[src/rtl/ptw_pkg.sv]
package ptw_pkg;

   typedef enum logic [2:0] {
      FC_NONE = 3'd0,
      FC_ACV  = 3'd1,
      FC_TNV  = 3'd2,
      FC_FOR  = 3'd3,
      FC_FOW  = 3'd4,
      FC_FOE  = 3'd5
   } fault_e;

   typedef enum logic [1:0] {
      ACC_RD    = 2'd0,
      ACC_WR    = 2'd1,
      ACC_EX    = 2'd2,
      ACC_PROBE = 2'd3
   } access_e;

   typedef enum logic [1:0] {
      ST_IDLE,
      ST_ISSUE,
      ST_WAIT,
      ST_DONE
   } walk_st_e;

   typedef enum logic [1:0] {
      RT_BYPASS,
      RT_FAULT,
      RT_SUPER,
      RT_WALK
   } route_e;

   localparam logic [2:0] PROT_ALL = 3'b111;
   localparam int PR_R = 0;
   localparam int PR_W = 1;
   localparam int PR_X = 2;

   function automatic logic [2:0] need_of(input logic [1:0] acc);
      logic [2:0] n;
      case (acc)
         ACC_RD:  n = 3'b001;
         ACC_WR:  n = 3'b010;
         ACC_EX:  n = 3'b100;
         default: n = 3'b000;
      endcase
      return n;
   endfunction

endpackage

[src/rtl/ptw_classify.sv]
module ptw_classify
   import ptw_pkg::*;
#(
   parameter int VA_BITS     = 43,
   parameter int SP_LOW_BITS = 40,
   parameter int SP_MOVE_TO  = 43
) (
   input  logic [63:0] vaddr,
   input  logic        phys,
   input  logic [1:0]  mode,
   output route_e      route,
   output logic [63:0] paddr,
   output fault_e      code
);
   localparam int HI_W = 64 - VA_BITS;

   logic [HI_W-1:0] hi_bits;
   logic            canonical;
   logic            in_window;
   logic [63:0]     sp_addr;

   assign hi_bits   = vaddr[63:VA_BITS];
   assign canonical = (&hi_bits) | ~(|hi_bits);
   assign in_window = vaddr[63] && (vaddr[VA_BITS-1 -: 2] == 2'b10);

   always_comb begin
      sp_addr = '0;
      sp_addr[SP_LOW_BITS-1:0] = vaddr[SP_LOW_BITS-1:0];
      sp_addr[SP_MOVE_TO]      = vaddr[SP_LOW_BITS];
   end

   always_comb begin
      route = RT_WALK;
      paddr = '0;
      code  = FC_NONE;
      if (phys) begin
         route = RT_BYPASS;
         paddr = vaddr;
      end else if (!canonical) begin
         route = RT_FAULT;
         code  = FC_ACV;
      end else if (in_window) begin
         if (mode == 2'd0) begin
            route = RT_SUPER;
            paddr = sp_addr;
         end else begin
            route = RT_FAULT;
            code  = FC_ACV;
         end
      end
   end

endmodule

[src/rtl/ptw_index.sv]
module ptw_index #(
   parameter int LEVELS   = 3,
   parameter int IDX_BITS = 10,
   parameter int LVL_W    = 2,
   localparam int SPAN    = LEVELS * IDX_BITS
) (
   input  logic [SPAN-1:0]     vpn,
   input  logic [LVL_W-1:0]    lvl,
   output logic [IDX_BITS-1:0] idx
);
   logic [IDX_BITS-1:0] slice [LEVELS];

   for (genvar g = 0; g < LEVELS; g++) begin : g_lvl
      assign slice[g] = vpn[(LEVELS-1-g)*IDX_BITS +: IDX_BITS];
   end

   always_comb begin
      idx = '0;
      for (int l = 0; l < LEVELS; l++) begin
         if (lvl == LVL_W'(l)) idx = slice[l];
      end
   end

endmodule

[src/rtl/ptw_leaf.sv]
module ptw_leaf
   import ptw_pkg::*;
#(
   parameter int PTE_W  = 64,
   parameter int RE_LSB = 8,
   parameter int WE_LSB = 12
) (
   input  logic [PTE_W-1:0] pte,
   input  logic [1:0]       mode,
   input  logic [2:0]       need,
   output logic [2:0]       prot,
   output fault_e           code
);
   logic       re;
   logic       we;
   logic [2:0] granted;
   logic [2:0] lost;

   assign re      = pte[RE_LSB + int'(mode)];
   assign we      = pte[WE_LSB + int'(mode)];
   assign granted = {re, we, re};
   assign lost    = pte[3:1];
   assign prot    = granted & ~lost;

   always_comb begin
      code = FC_NONE;
      if (need != 3'b000 && (granted & need) == 3'b000) begin
         code = FC_ACV;
      end else if (need != 3'b000 && (prot & need) == 3'b000) begin
         if (need[PR_X])      code = FC_FOE;
         else if (need[PR_W]) code = FC_FOW;
         else                 code = FC_FOR;
      end
   end

endmodule

[src/rtl/ptw_walker.sv]
module ptw_walker
   import ptw_pkg::*;
#(
   parameter int VA_BITS     = 43,
   parameter int PAGE_BITS   = 13,
   parameter int IDX_BITS    = 10,
   parameter int LEVELS      = 3,
   parameter int PTE_W       = 64,
   parameter int FRAME_LSB   = 32,
   parameter int VALID_BIT   = 0,
   parameter int RE_LSB      = 8,
   parameter int WE_LSB      = 12,
   parameter int SP_LOW_BITS = 40,
   parameter int SP_MOVE_TO  = 43
) (
   input  logic        clk,
   input  logic        rst_n,
   input  logic        req_valid,
   input  logic [63:0] req_vaddr,
   input  logic [1:0]  req_access,
   input  logic [1:0]  req_mode,
   input  logic        req_phys,
   input  logic [63:0] table_root,
   output logic        busy_o,
   output logic        mem_rd_valid,
   output logic [63:0] mem_rd_addr,
   input  logic        mem_rsp_valid,
   input  logic [63:0] mem_rsp_data,
   output logic        done_o,
   output logic [63:0] res_paddr,
   output logic [2:0]  res_prot,
   output logic [2:0]  res_code
);
   localparam int LVL_W       = (LEVELS > 1) ? $clog2(LEVELS) : 1;
   localparam int ENTRY_SHIFT = $clog2(PTE_W / 8);
   localparam int SPAN        = LEVELS * IDX_BITS;
   localparam logic [LVL_W-1:0] LAST_LVL = LVL_W'(LEVELS - 1);

   if (SPAN + PAGE_BITS != VA_BITS) begin : g_bad_span
      $error("index fields plus page offset must equal VA_BITS");
   end
   if (VA_BITS >= 64 || VA_BITS < 3) begin : g_bad_va
      $error("VA_BITS out of range");
   end
   if (WE_LSB + 3 >= FRAME_LSB || RE_LSB + 3 >= WE_LSB) begin : g_bad_pte
      $error("enable fields overlap");
   end
   if (SP_MOVE_TO > 63 || SP_LOW_BITS >= VA_BITS - 2) begin : g_bad_sp
      $error("superpage bit positions out of range");
   end

   walk_st_e            st_q;
   logic [63:0]         va_q;
   logic [1:0]          mode_q;
   logic [2:0]          need_q;
   logic [63:0]         base_q;
   logic [LVL_W-1:0]    lvl_q;
   logic [63:0]         paddr_q;
   logic [2:0]          prot_q;
   fault_e              code_q;

   route_e              cl_route;
   logic [63:0]         cl_paddr;
   fault_e              cl_code;
   logic [IDX_BITS-1:0] cur_idx;
   logic [63:0]         next_base;
   logic [2:0]          leaf_prot;
   fault_e              leaf_code;
   logic                unused_bits;

   ptw_classify #(
      .VA_BITS     (VA_BITS),
      .SP_LOW_BITS (SP_LOW_BITS),
      .SP_MOVE_TO  (SP_MOVE_TO)
   ) u_cls (
      .vaddr (req_vaddr),
      .phys  (req_phys),
      .mode  (req_mode),
      .route (cl_route),
      .paddr (cl_paddr),
      .code  (cl_code)
   );

   ptw_index #(
      .LEVELS   (LEVELS),
      .IDX_BITS (IDX_BITS),
      .LVL_W    (LVL_W)
   ) u_idx (
      .vpn (va_q[VA_BITS-1:PAGE_BITS]),
      .lvl (lvl_q),
      .idx (cur_idx)
   );

   ptw_leaf #(
      .PTE_W  (PTE_W),
      .RE_LSB (RE_LSB),
      .WE_LSB (WE_LSB)
   ) u_leaf (
      .pte  (mem_rsp_data[PTE_W-1:0]),
      .mode (mode_q),
      .need (need_q),
      .prot (leaf_prot),
      .code (leaf_code)
   );

   assign next_base   = 64'(mem_rsp_data[PTE_W-1:FRAME_LSB]) << PAGE_BITS;
   assign unused_bits = ^{va_q[63:VA_BITS], mem_rsp_data};

   always_ff @(posedge clk or negedge rst_n) begin
      if (!rst_n) begin
         st_q    <= ST_IDLE;
         va_q    <= '0;
         mode_q  <= '0;
         need_q  <= '0;
         base_q  <= '0;
         lvl_q   <= '0;
         paddr_q <= '0;
         prot_q  <= '0;
         code_q  <= FC_NONE;
      end else begin
         case (st_q)
            ST_IDLE: begin
               if (req_valid) begin
                  va_q   <= req_vaddr;
                  mode_q <= req_mode;
                  need_q <= need_of(req_access);
                  case (cl_route)
                     RT_WALK: begin
                        base_q <= table_root;
                        lvl_q  <= '0;
                        st_q   <= ST_ISSUE;
                     end
                     RT_FAULT: begin
                        paddr_q <= '0;
                        prot_q  <= '0;
                        code_q  <= cl_code;
                        st_q    <= ST_DONE;
                     end
                     default: begin
                        paddr_q <= cl_paddr;
                        prot_q  <= PROT_ALL;
                        code_q  <= FC_NONE;
                        st_q    <= ST_DONE;
                     end
                  endcase
               end
            end
            ST_ISSUE: st_q <= ST_WAIT;
            ST_WAIT: begin
               if (mem_rsp_valid) begin
                  if (!mem_rsp_data[VALID_BIT]) begin
                     paddr_q <= '0;
                     prot_q  <= '0;
                     code_q  <= FC_TNV;
                     st_q    <= ST_DONE;
                  end else if (lvl_q != LAST_LVL) begin
                     if (!mem_rsp_data[RE_LSB]) begin
                        paddr_q <= '0;
                        prot_q  <= '0;
                        code_q  <= FC_ACV;
                        st_q    <= ST_DONE;
                     end else begin
                        base_q <= next_base;
                        lvl_q  <= lvl_q + 1'b1;
                        st_q   <= ST_ISSUE;
                     end
                  end else begin
                     paddr_q <= next_base | 64'(va_q[PAGE_BITS-1:0]);
                     prot_q  <= leaf_prot;
                     code_q  <= leaf_code;
                     st_q    <= ST_DONE;
                  end
               end
            end
            default: st_q <= ST_IDLE;
         endcase
      end
   end

   assign busy_o       = (st_q != ST_IDLE);
   assign done_o       = (st_q == ST_DONE);
   assign mem_rd_valid = (st_q == ST_ISSUE);
   assign mem_rd_addr  = base_q + (64'(cur_idx) << ENTRY_SHIFT);
   assign res_paddr    = paddr_q;
   assign res_prot     = prot_q;
   assign res_code     = code_q;

endmodule

[config.mk]
export PLATFORM = sky130hd
export DESIGN_NAME = ptw_walker
export DESIGN_NICKNAME = d
export VERILOG_FILES = /design/src/rtl/ptw_pkg.sv /design/src/rtl/ptw_classify.sv /design/src/rtl/ptw_index.sv /design/src/rtl/ptw_leaf.sv /design/src/rtl/ptw_walker.sv
export SDC_FILE = /design/constraint.sdc
export NUM_CORES = 1
export LEC_CHECK = 0
export BUFFER_PORTS_ARGS = -buffer_cell sky130_fd_sc_hd__buf_2
export CORE_MARGIN = 2
export CORE_UTILIZATION = 56
export DETAILED_ROUTE_END_ITERATION = 10
export PLACE_DENSITY = 0.88
export SLEW_MARGIN = 20
export SYNTH_ARGS = -nofsm -noshare
export SYNTH_HDL_FRONTEND = slang
export SYNTH_SLANG_ARGS = --single-unit
[constraint.sdc]
create_clock -name clk -period 7 [get_ports clk]
set_clock_uncertainty 0.15 [all_clocks]
set_input_delay 0.35 -clock clk [delete_from_list [all_inputs] [get_ports clk]]
set_output_delay 0.35 -clock clk [all_outputs]
set_load 0.02 [all_outputs]
; Yosys cells after proc, flatten, opt, wreduce, memory -nomap -nowiden
; Index checks and enable logic that the tools add are counted.
[classes]
add_sub_neg = 4
mul = 0
n_div = 0
magnitude_cmp = 2
eq_ne = 19
n_shift = 0
muxes = 68
n_bitwise = 7
reduce_logical = 18
[op_table]
columns = operator, count
row1 = $mux 64, 14
row2 = $pmux 64 s2, 3
row3 = $add 64x13->64, 1
row4 = $lt 32x8->1 const B, 2
row5 = $mux 3, 17
row6 = $or 45x13->45, 1
row7 = $mux 44, 1
row8 = $mux 2, 16
row9 = $mux 10, 3
row10 = $pmux 3 s2, 4
row11 = $reduce_and 21->1, 1
row12 = $reduce_or 21->1, 1
row13 = $ne 2x2->1 const B, 7
row14 = $bmux 1 s6, 2
row15 = $eq 2x2->1 const B, 6
row16 = $add 4x2->5 const A, 2
row17 = $and 3x3->3, 3
row18 = $pmux 3 s3, 1
row19 = $eq 2x1->1 const B, 4
row20 = $logic_not 2->1, 4
row21 = $reduce_and 7->1, 1
row22 = $logic_not 3->1, 2
row23 = $pmux 2 s3, 1
row24 = $mux 1, 5
row25 = 12 further kinds, 16
[word_totals]
regBits = 186
latch_bits = 0
mem_bits_rw = 0
mem_bits_ro = 0
inputBits = 201
out_inout_bits = 137
wordCells = 127
memories = 0

; Longest topological paths before layout
; Gate-level depths: netlist of run 1.
[depth]
word_depth = 14
mapped_depth = 18
depth_no_buf = 16

; Cells and area by module
; Synthesis of run 1 repeated with hierarchy kept, for this count alone.
[unflattened]
cells_unflattened = 1134
area_unflattened_um2 = 10357.4
[by_module_without_submodules]
columns = mod, n_inst, cells_per_inst, area_per_inst_um2, seq_area_each_um2
row1 = ptw_walker, 1, 990, 9192.6, 4654.5
row2 = ptw_classify, 1, 100, 779.5, 0.0
row3 = ptw_index, 1, 24, 214.0, 0.0
row4 = ptw_leaf, 1, 20, 171.4, 0.0

; Worst setup path after synthesis of run 1
; No wires, ideal clock.
[synth_path]
path_type = flip-flop to output port
start = register lvl_q[0]
end = output mem_rd_addr[61]
t_arrival_ns = 3.571
required_ns = 6.500
setup_slack_ns = 2.929
path_stages_with_launch = 19
path_buffers = 2
cell_sequence = dfrtp_1 -> inv_1 -> ha_1 -> clkbuf_1 -> nand2_1 -> nor2_1 -> a21oi_1 -> o21ai_0 -> ha_1 -> inv_1 -> fa_1 -> nor2b_1 -> o31a_1 -> o21ai_0 -> and2_1 -> clkbuf_1 -> nor4_1 -> nand3_1 -> xnor2_1
[synth_via]
elab_chain_cells = 5
elab_cells_between_ends = 7
classes_between = 1 x add/sub / 2 x eq/ne / 3 x mux / 1 x reduce/logical
[synth_lines]
columns = element, line_no
row1 = from (decl), ptw_walker.sv:57  ; logic [LVL_W-1:0] lvl_q;
row2 = from (signal assigned), ptw_walker.sv:164  ; lvl_q <= lvl_q + 1'b1;
row3 = $logic_not 2->1, ptw_index.sv:20  ; if (lvl == LVL_W'(l)) idx = slice[l];
row4 = $mux 10 (2 in a row), ptw_index.sv:20
row5 = $mux 10 *, ptw_index.sv:20
row6 = $add 64x13->64 *, ptw_walker.sv:183  ; assign mem_rd_addr = base_q + (64'(cur_idx) << ENTRY_SHIFT);
row7 = to (decl), ptw_walker.sv:26  ; output logic [63:0] mem_rd_addr,
; Every way passes the cells marked *; elsewhere a longest branch is shown, timed or not.

; Worst setup path after layout of run 1
[layout_path]
start = register lvl_q[1]
end = output mem_rd_addr[39]
; The elaborated chain is that of the path after synthesis.

==> results of run 1 <==
==> tightest hold or removal path, stage by stage <==
cell and delay (ns):
buf_2 0.11, nand2_1 0.05, nand2_1 0.06
==> flip-flops by register name (all words and copies together), names as in the netlist <==
| signal | flops |
|---|---|
| base_q | 64 |
| lvl_q | 2 |
| mode_q | 2 |
| need_q | 3 |
| res_code | 3 |
| res_paddr | 64 |
| res_prot | 3 |
| st_q | 2 |
| va_q | 43 |
==> logic make-up (layout without fill, tap and decap cells) <==
| family | Yosys count | after routing | share of synthesized area, % |
|---|---|---|---|
| compound gates | 119 | 119 | 6.72 |
| xor+xnor | 57 | 57 | 4.85 |
| fa+ha+maj | 14 | 14 | 1.77 |
| buf+inv | 112 | 446 | 4.80 |
| flops | 186 | 186 | 45.2 |
| mux | 108 | 108 | 11.1 |
| simple gates | 595 | 595 | 25.5 |
==> repair_timing <==
item,CTS,global route
buffers inserted,0,0
hold endpoints to repair,158,0
hold buffers,46,0
==> where the power goes <==
group          internal (mW)  switching, mW  total [mW]
combinational           1.17           2.09        3.26
sequential              1.55          0.369        1.92
clock                  0.468          0.436       0.904
==> cell usage after synthesis, drive strengths merged (2+ instances only) <==
cell and n:
or3 4, inv 44, nor3b 3, xnor2 52, dfrtp 186, o211ai 2
nand3 45, a221oi 5, and3 6, o22ai 2, o21ai 68, nand2 396
a21o 4, nor3 8, o31ai 2, mux2 31, nor2 32, or2 2
nor2b 5, mux4 2, clkbuf 47, nor4 10, and4 6, a21oi 24
or4 2, nand2b 5, and2 45, ha 13, mux2i 75, xor2 5
o21a 3, nand4 22, nand3b 3, buf 21
==> stage by stage <==
stage | setup slack (ns) | std cells | power, mW | cell area (um2)
finish | 1.81 | 1754 | 6.09 | 12900
global route | 1.49 | 1754 | 6.46 | 12900
CTS | 1.85 | 1754 | 6.05 | 12900
detailed placement | 2.33 | 1676 | 5.13 | 11900
global placement | 2.38 | 1676 | 5.00 | 11900
floorplan | 2.93 | 1191 | 4.09 | 10300
==> final cells by class <==
cell class / instances / share of cell area [%]
multi-input cells: 893 / 40.0
flip-flops and latches: 186 / 36.0
repair buffers: 370 / 16.4
clock buffers: 20 / 3.45
well taps: 229 / 2.21
inverters: 44 / 1.28
clock inverters: 12 / 0.706
==> layout by cell type (no fill, tap or decap), types with 23 or more instances in the layout <==
cell type        n
nand2_1        395
buf_2          316
dfrtp_1        186
mux2i_1         75
o21ai_0         68
xnor2_1         52
dlygate4sd3_1   46
nand3_1         45
inv_1           44
and2_1          44
nor2_1          31
a21oi_1         23
==> per-layer routing <==
metal / vias up / GRT usage [%]
met5: - / 0
met4: 0 / 15.2
met3: 113 / 4.61
met2: 497 / 55.1
met1: 4732 / 40.3
li1: 4575 / -
==> worst min-delay path by stage <==
stage,end,slack (ns),depth (start not counted)
2_1_floorplan,base_q[0],-0.1,0
3_3_place_gp,res_paddr[54],0.29,2
3_5_place_dp,res_paddr[54],0.30,2
4_1_cts,base_q[51],0.002,3
5_1_grt,va_q[20],0.01,3
6_report,va_q[20],0.02,3
==> results.cfg, run 1 <==
[run_status]
status = finished clean

[critical_path]
r2r-end = res_paddr[17]
crit_end = mem_rd_addr[39]
cp-start-kind = flip-flop
crit_arrival_ns = 4.69
crit_buf_inv = 3
crit_slowest_cell = nor3b_1
slowest_delay_ns = 0.82
cp-end-kind = output pin
regToRegStartpoint = lvl_q[0]
path_class = flip-flop to output pin
r2r_cells = 8
worst_path_dominant_cell_family = simple AND/OR/NAND/NOR gates
path_cells = inv_1 -> ha_1 -> a21oi_1 -> o21ai_0 -> ha_1 -> inv_1 -> fa_1 -> nor2b_1 -> o31a_1 -> o21ai_0 -> and2_1 -> nor3b_1 -> nand4_1 -> xnor2_1 -> buf_2
crit_start = lvl_q[1]
worst_ep_required_time_ns = 6.50
worst-path-stages = 15
path_max_fanout = 20
r2r_slack_ns = 3.36

[floorplanning]
start_util_pct = 57.1
num_io_pins = 338
die_h_um = 140
fp.dieArea_um2 = 19500
core_area_um2 = 18000
fp.dieW_um = 140
rows = 49

[hold_path]
worstHoldStart = req_vaddr[20]
min_path_type = primary input to flip-flop

[logic_synthesis]
synth_top_cell_by_area = dfrtp_1
synthArstFlopShare_pct = 100
synthFlopType = dfrtp_1
ys_types = 56
synthCells = 1191
synth_edf_count = 0
synth_seq_cells = 186
syn_nets = 1406
syn_area_per_cell_um2 = 8.64
ys_top_cells_by_area = dfrtp_1, nand2_1, mux2i_1
syn-cell-area_um2 = 10300
yosysSeqAreaShare_pct = 45.2
yosys_warnings = 0
yosysTopAreaCellShare_pct = 45.2

[timing]
setup_viol = 0
tns_ns = 0
fmax_ghz = 0.193
drv_slew = 0
tightest_slew_ns = 1.04
finalCritPeriodShare_pct = 74.1
finalWorstPathRequiredPeriod_ns = 5.19
hold_violations = 0
relSlewSlack_pct = 30.6
fin_hold_ws_ns = 0.0167
grt_setup_unrepaired = false

[cts]
postCtsResizedCells = 0
clk_latency_ns = 0.43
htreeDepth = 4
cts_tree = yes
clk_pin_slew_ns = 0.07
clock_path_buffers = 2
numCtsBuffers = 17
root_buffer = clkbuf_16
cts.sinks = 186

[detailed_routing]
ant_nets = 0
drt_iter0_drc = 923
first_pass_iters = 5
dr_wl_met3_um = 2060
wl_met1_um = 12400
wl_per_cell_um = 17.9
vias_per_cell = 5.65
drcViolationCount = 0
totalWireLength_um = 31400
highest_layer = met4
route.met2.wl_um = 15500
vias = 9917

[global_routing]
overflow = 0
grt_max_degree = 113
antenna_found_initial = 0
grtUsageTotal_pct = 32.2
grt_pass1_wl_um = 50100
first_global_vias = 9991

[placement]
place_congestion = 0.925
dp_hpwl_um = 21800
numPortBuffers = 317

[power_and_ir_drop]
powerDensity_nw_per_um2 = 470
p_leak_nw = 6.62
irDropWorstVdd_uv = 292

[finish]
drive_gt1_share_pct = 25.1
area_growth_pct = 25.7
num-fill-cells = 1312
post-route-util_pct = 71.8
multiInputGateArea_um2 = 5180
antenna_cells = 0
seq_area_um2 = 4650
final_nets = 1727

[flow_run]
maxCapViolCount = 0
Power figures use the tool's default switching activity.
==> run 2: changes to the inputs <==
--- a/config.mk
+++ b/config.mk
@@ -7,9 +7,9 @@
 export LEC_CHECK = 0
 export BUFFER_PORTS_ARGS = -buffer_cell sky130_fd_sc_hd__buf_2
 export CORE_MARGIN = 2
-export CORE_UTILIZATION = 56
+export CORE_UTILIZATION = 52
 export DETAILED_ROUTE_END_ITERATION = 10
-export PLACE_DENSITY = 0.88
+export PLACE_DENSITY = 0.83
 export SLEW_MARGIN = 20
 export SYNTH_ARGS = -nofsm -noshare
 export SYNTH_HDL_FRONTEND = slang
==> constraint.sdc (replaced) <==
create_clock -name clk -period 5.15 [get_ports clk]
set_clock_uncertainty 0.15 [all_clocks]
set_input_delay 0.2575 -clock clk [delete_from_list [all_inputs] [get_ports clk]]
set_output_delay 0.2575 -clock clk [all_outputs]
set_load 0.02 [all_outputs]
==> run 2 against run 1 <==
Compared with the run above:
- clock power is 63% higher
- sequential share of layout area is 2.4 points lower
- sequential power is 36% higher
- die area is 7.5% higher
- non-clock buffer count is 74 higher
- critical path depth is 3 higher
- sequential cell count stayed put
- total power is 41% higher
- cell count is 6.4% higher
- global-route usage is 1.0 points lower
- combinational power is 39% higher
==> results.cfg, run 2 (synthesis results as in run 1) <==
[cts]
clock_path_buffers = 2
numCtsBuffers = 17
root_buffer = clkbuf_16
cts_tree = yes
clk_pin_slew_ns = 0.07
clk_latency_ns = 0.42
htreeDepth = 4
post_cts_buffers = 0
cts.sinks = 186

[detailed_routing]
vias = 10284
first_pass_iters = 5
totalWireLength_um = 33200
wl_per_cell_um = 17.8
ant_nets = 0
vias_per_cell = 5.51
drt_iter0_drc = 737
drcViolationCount = 0

[global_routing]
first_global_vias = 10083
antenna_found_initial = 2
grt_pass1_wl_um = 50300
grtUsageTotal_pct = 31.1
overflow = 0
grt_max_degree = 87

[floorplanning]
start_util_pct = 52.9
fp.dieArea_um2 = 20900
core_area_um2 = 19500
rows = 51
die_h_um = 145
fp.dieW_um = 145
num_io_pins = 338

[finish]
area_growth_pct = 34.5
final_common_cell = nand2_1
layout.cells.non_filler = 1867
final_nets = 1801
final_cell_mix = nand2_1, buf_2, dfrtp_1, dlygate4sd3_1, mux2i_1
drive_gt1_share_pct = 24.5

[timing]
fin_hold_ws_ns = 0.00774
tightest_slew_ns = 0.986
setup_viol = 0
finalWorstPathRequiredPeriod_ns = 4.82
relSlewSlack_pct = 34.3
hold_violations = 0
fmax_ghz = 0.207
drv_slew = 0
tns_ns = 0
finalCritPeriodShare_pct = 93.7

[critical_path]
crit_start = lvl_q[0]
regToRegStartpoint = st_q[0]
cp-end-kind = output pin
worst_ep_required_time_ns = 4.74
path_class = flip-flop to output pin
path_max_fanout = 10
cp-start-kind = flip-flop
crit_arrival_ns = 4.42

[power_and_ir_drop]
p_leak_nw = 6.99
power_mw = 8.60
powerDensity_nw_per_um2 = 621
irDropWorstVdd_uv = 510

[placement]
dp_cells = 1717
numPortBuffers = 317
place_congestion = 0.906
dp_hpwl_um = 22000

[flow_run]
maxCapViolCount = 0

[hold_path]
min_path_type = primary input to flip-flop
worstHoldStart = table_root[38]

[run_status]
status = finished clean
## run 2: final timing paths
| check | end | slack (ns) | cells after the start |
|---|---|---|---|
| min in group asynchronous | va_q[5] | 0.28 | 2 |
| max in group asynchronous | base_q[39] | 3.34 | 3 |
| min reg2reg | res_paddr[49] | 0.32 | 2 |
| min | base_q[38] | 0.008 | 4 |
| max | mem_rd_addr[27] | 0.33 | 18 |
| max reg2reg | base_q[24] | 1.95 | 7 |
## run 2: routing by layer
| metal | vias to the layer above | GRT usage, % | routed length [um] |
|---|---|---|---|
| met5 | - | 0 | 0 |
| met4 | 0 | 17.4 | 1820 |
| met3 | 148 | 5.30 | 1970 |
| met2 | 500 | 52.6 | 16200 |
| met1 | 4917 | 38.0 | 13200 |
| li1 | 4719 | - | - |
## run 2: repair_timing
item,CTS,global route
resized for setup,0,2
setup endpoints to repair,0,2
hold endpoints to repair,231,0
hold buffers,115,0
## run 2: critical path, stage by stage (launching register included)
cell     delay (ns)
dfrtp_1        0.41
inv_1          0.12
ha_1           0.36
nand2_1        0.09
nor2_1         0.10
a21oi_1        0.05
o21ai_0        0.23
ha_1           0.21
inv_1          0.06
fa_1           0.39
nor2b_1        0.20
o31a_1         0.20
o21ai_0        0.08
and2_1         0.28
nor3b_1        0.48
buf_4          0.22
nand3_1        0.10
xnor2_1        0.21
buf_2          0.21
## run 2: metrics by stage
stage          worst slack, ns  util [%]  cell area [um2]
2_1_floorplan             1.17         -            10300
3_3_place_gp             0.865      61.9            12000
3_5_place_dp             0.749      61.9            12000
4_1_cts                  0.270      71.1            13800
5_1_grt                -0.0161      71.2            13900
6_report                 0.325      71.2            13900
## run 2: area by class of cell
cell class / count / area, um2
Antenna cell: 3 / 7.51
Timing Repair Buffer: 444 / 2860
Fill cell: 1397 / 5610
Clock inverter: 13 / 215
Sequential cell: 186 / 4650
Clock buffer: 19 / 433
Inverter: 44 / 165
Tap cell: 265 / 332
Multi-Input combinational cell: 893 / 5180
## run 2: power by group
part | total, mW | switching [mW] | internal [mW]
Sequential | 2.62 | 0.505 | 2.11
Clock | 1.47 | 0.595 | 0.871
Combinational | 4.52 | 2.88 | 1.63
==> run 3: changes to the inputs <==
--- a/config.mk
+++ b/config.mk
@@ -7,9 +7,10 @@
 export LEC_CHECK = 0
 export BUFFER_PORTS_ARGS = -buffer_cell sky130_fd_sc_hd__buf_2
 export CORE_MARGIN = 2
-export CORE_UTILIZATION = 52
+export CORE_UTILIZATION = 50
+export CTS_BUF_LIST = sky130_fd_sc_hd__clkbuf_8
 export DETAILED_ROUTE_END_ITERATION = 10
-export PLACE_DENSITY = 0.83
+export PLACE_DENSITY = 0.8
 export SLEW_MARGIN = 20
 export SYNTH_ARGS = -nofsm -noshare
 export SYNTH_HDL_FRONTEND = slang
==> run 3 against run 2 <==
Compared with the run above:
- die area grew 3.9%
- critical path type unchanged
- sequential cell count unchanged
- combinational power up 0.9%
- design area increased by 1.5%
- register-to-register slack worse by 0.16 ns
- worst hold slack about the same
- critical endpoint is now mem_rd_addr[63]
- highest routed layer unchanged
- cell count grew 2.5%
- sequential power about the same
- clock power is 32% lower
- via count is 0.83% higher
- global-route usage down 0.080 points
- non-clock buffer count is 46 higher
==> results.cfg, run 3 (synthesis results as in run 1) <==
[run_status]
status = finished clean

[cts]
htreeDepth = 4
root_buffer = clkbuf_8
cts_tree = yes
numCtsBuffers = 17
post_cts_buffers = 0
clk_latency_ns = 0.46
clk_pin_slew_ns = 0.10
cts.sinks = 186
clock_path_buffers = 2

[finish]
drive_gt1_share_pct = 23.8
final_common_cell = nand2_1
final_cell_mix = nand2_1, buf_2, dfrtp_1, dlygate4sd3_1, mux2i_1
layout.cells.non_filler = 1914
area_growth_pct = 36.5
antenna_cells = 0
final_nets = 1847

[power_and_ir_drop]
switching_share_pct = 48.4
powerDensity_nw_per_um2 = 581
internal-power_mw = 4.22
combPwrFrac_pct = 55.8
pwr-share-clk_pct = 12.2
irDropWorstVdd_uv = 572
switchingPower_mw = 3.95
p_leak_nw = 7.06
power_mw = 8.17
pwr-share-seq_pct = 31.9

[critical_path]
path_cells = inv_1 -> ha_1 -> nand2_1 -> nor2_1 -> a21oi_1 -> o21ai_0 -> ha_1 -> inv_1 -> fa_1 -> nor2b_1 -> o31a_1 -> o21ai_0 -> and2_1 -> nor4_2 -> nand3_1 -> xnor2_1 -> buf_2
path_max_fanout = 10
cp-end-kind = output pin
slowest_delay_ns = 0.58
crit_arrival_ns = 4.32
worst_ep_required_time_ns = 4.74
crit_slowest_cell = nor4_2
cp-start-kind = flip-flop
worst_path_dominant_cell_family = simple AND/OR/NAND/NOR gates
crit_buf_inv = 3
path_class = flip-flop to output pin

[placement]
dp_cells = 1722
numPortBuffers = 317
dpl_worst_slack_ns = 0.625
dp_hpwl_um = 22000
place_congestion = 0.900

[detailed_routing]
wl_met1_um = 13700
route.met2.wl_um = 16600
drt_iter0_drc = 786
dr_wl_met3_um = 2030
wl_per_cell_um = 17.7
drcViolationCount = 0
highest_layer = met4
ant_nets = 0
vias_per_cell = 5.42
first_pass_iters = 5
totalWireLength_um = 33900
vias = 10369

[timing]
worst_slack_ns = 0.421
finalCritPeriodShare_pct = 91.8
tns_ns = 0
fin_hold_ws_ns = 0.00724
setup_viol = 0
tightest_slew_ns = 1.02
grt_setup_unrepaired = false
relSlewSlack_pct = 31.9
finalWorstPathRequiredPeriod_ns = 4.73
hold_violations = 0
drv_slew = 0
fmax_ghz = 0.211

[floorplanning]
core_area_um2 = 20200
fp.dieArea_um2 = 21800
num_io_pins = 338
start_util_pct = 50.9
fp.dieW_um = 148
rows = 52
die_h_um = 148

[global_routing]
antenna_found_initial = 1
overflow = 0
grt_pass1_wl_um = 53400
first_global_vias = 10381
grtUsageTotal_pct = 31.1
grt_max_degree = 89

[flow_run]
maxCapViolCount = 0

[hold_path]
min_path_type = primary input to flip-flop
-- run 3: cell types whose count changed in the layout (fill, tap and decap cells not counted), sizes merged --
cell	change
clkinv	-2
clkinvlp	+2
diode	-3
clkbuf	-2
bufinv	-3
dlygate4sd3	+46
inv	+4
-- run 3: routing by layer --
| metal | vias to the layer above | GRT usage [%] |
|---|---|---|
| li1 | 4804 | - |
| met1 | 4919 | 38.7 |
| met2 | 512 | 51.2 |
| met3 | 134 | 5.90 |
| met4 | 0 | 17.0 |
| met5 | - | 0 |
-- run 3: path summary, 6_finish.rpt --
| path | startpoint | to | slack [ns] | depth (start not counted) |
|---|---|---|---|---|
| max | lvl_q[0] | mem_rd_addr[63] | 0.42 | 17 |
| min | table_root[43] | base_q[43] | 0.007 | 3 |
| max reg2reg | st_q[0] | res_paddr[40] | 1.79 | 7 |
| min reg2reg | res_paddr[46] | res_paddr[46] | 0.32 | 2 |
| max in group asynchronous | rst_n | base_q[39] | 3.40 | 3 |
| min in group asynchronous | rst_n | res_paddr[2] | 0.23 | 2 |
-- run 3: power groups by stage --
stage | sequential, mW | combinational, mW | clock, mW
2_1_floorplan | 2.76 | 2.81 | 0
3_3_place_gp | 2.59 | 4.28 | 0
3_5_place_dp | 2.62 | 4.36 | 0
4_1_cts | 2.59 | 4.50 | 1.01
5_1_grt | 2.68 | 4.96 | 1.08
6_report | 2.61 | 4.56 | 0.999
-- run 3: layout make-up --
type | instances | area (um2)
clock buffers | 17 | 234
clock inverters | 14 | 148
fillers | 1553 | 6180
inverters | 44 | 165
multi-input cells | 893 | 5200
flip-flops and latches | 186 | 4650
well taps | 270 | 338
repair buffers | 490 | 3320
-- run 3: repair_timing --
action,4_1_cts,5_1_grt
hold buffers,161,0
endpoints found under the hold margin,265,0
setup endpoints to repair,0,7
gates resized for setup,0,4
-- run 3: tightest hold or removal path: stages --
cell and delay (ns):
buf_2 0.08, mux2i_1 0.08, mux2i_1 0.15
-- run 3: stage by stage --
step	instance area, um2	utilization [%]
after detailed placement	12000	59.5
after CTS	14000	69.4
final	14100	69.5
after global routing	14100	69.5
after floorplan	10300	-
after global placement	12000	59.5
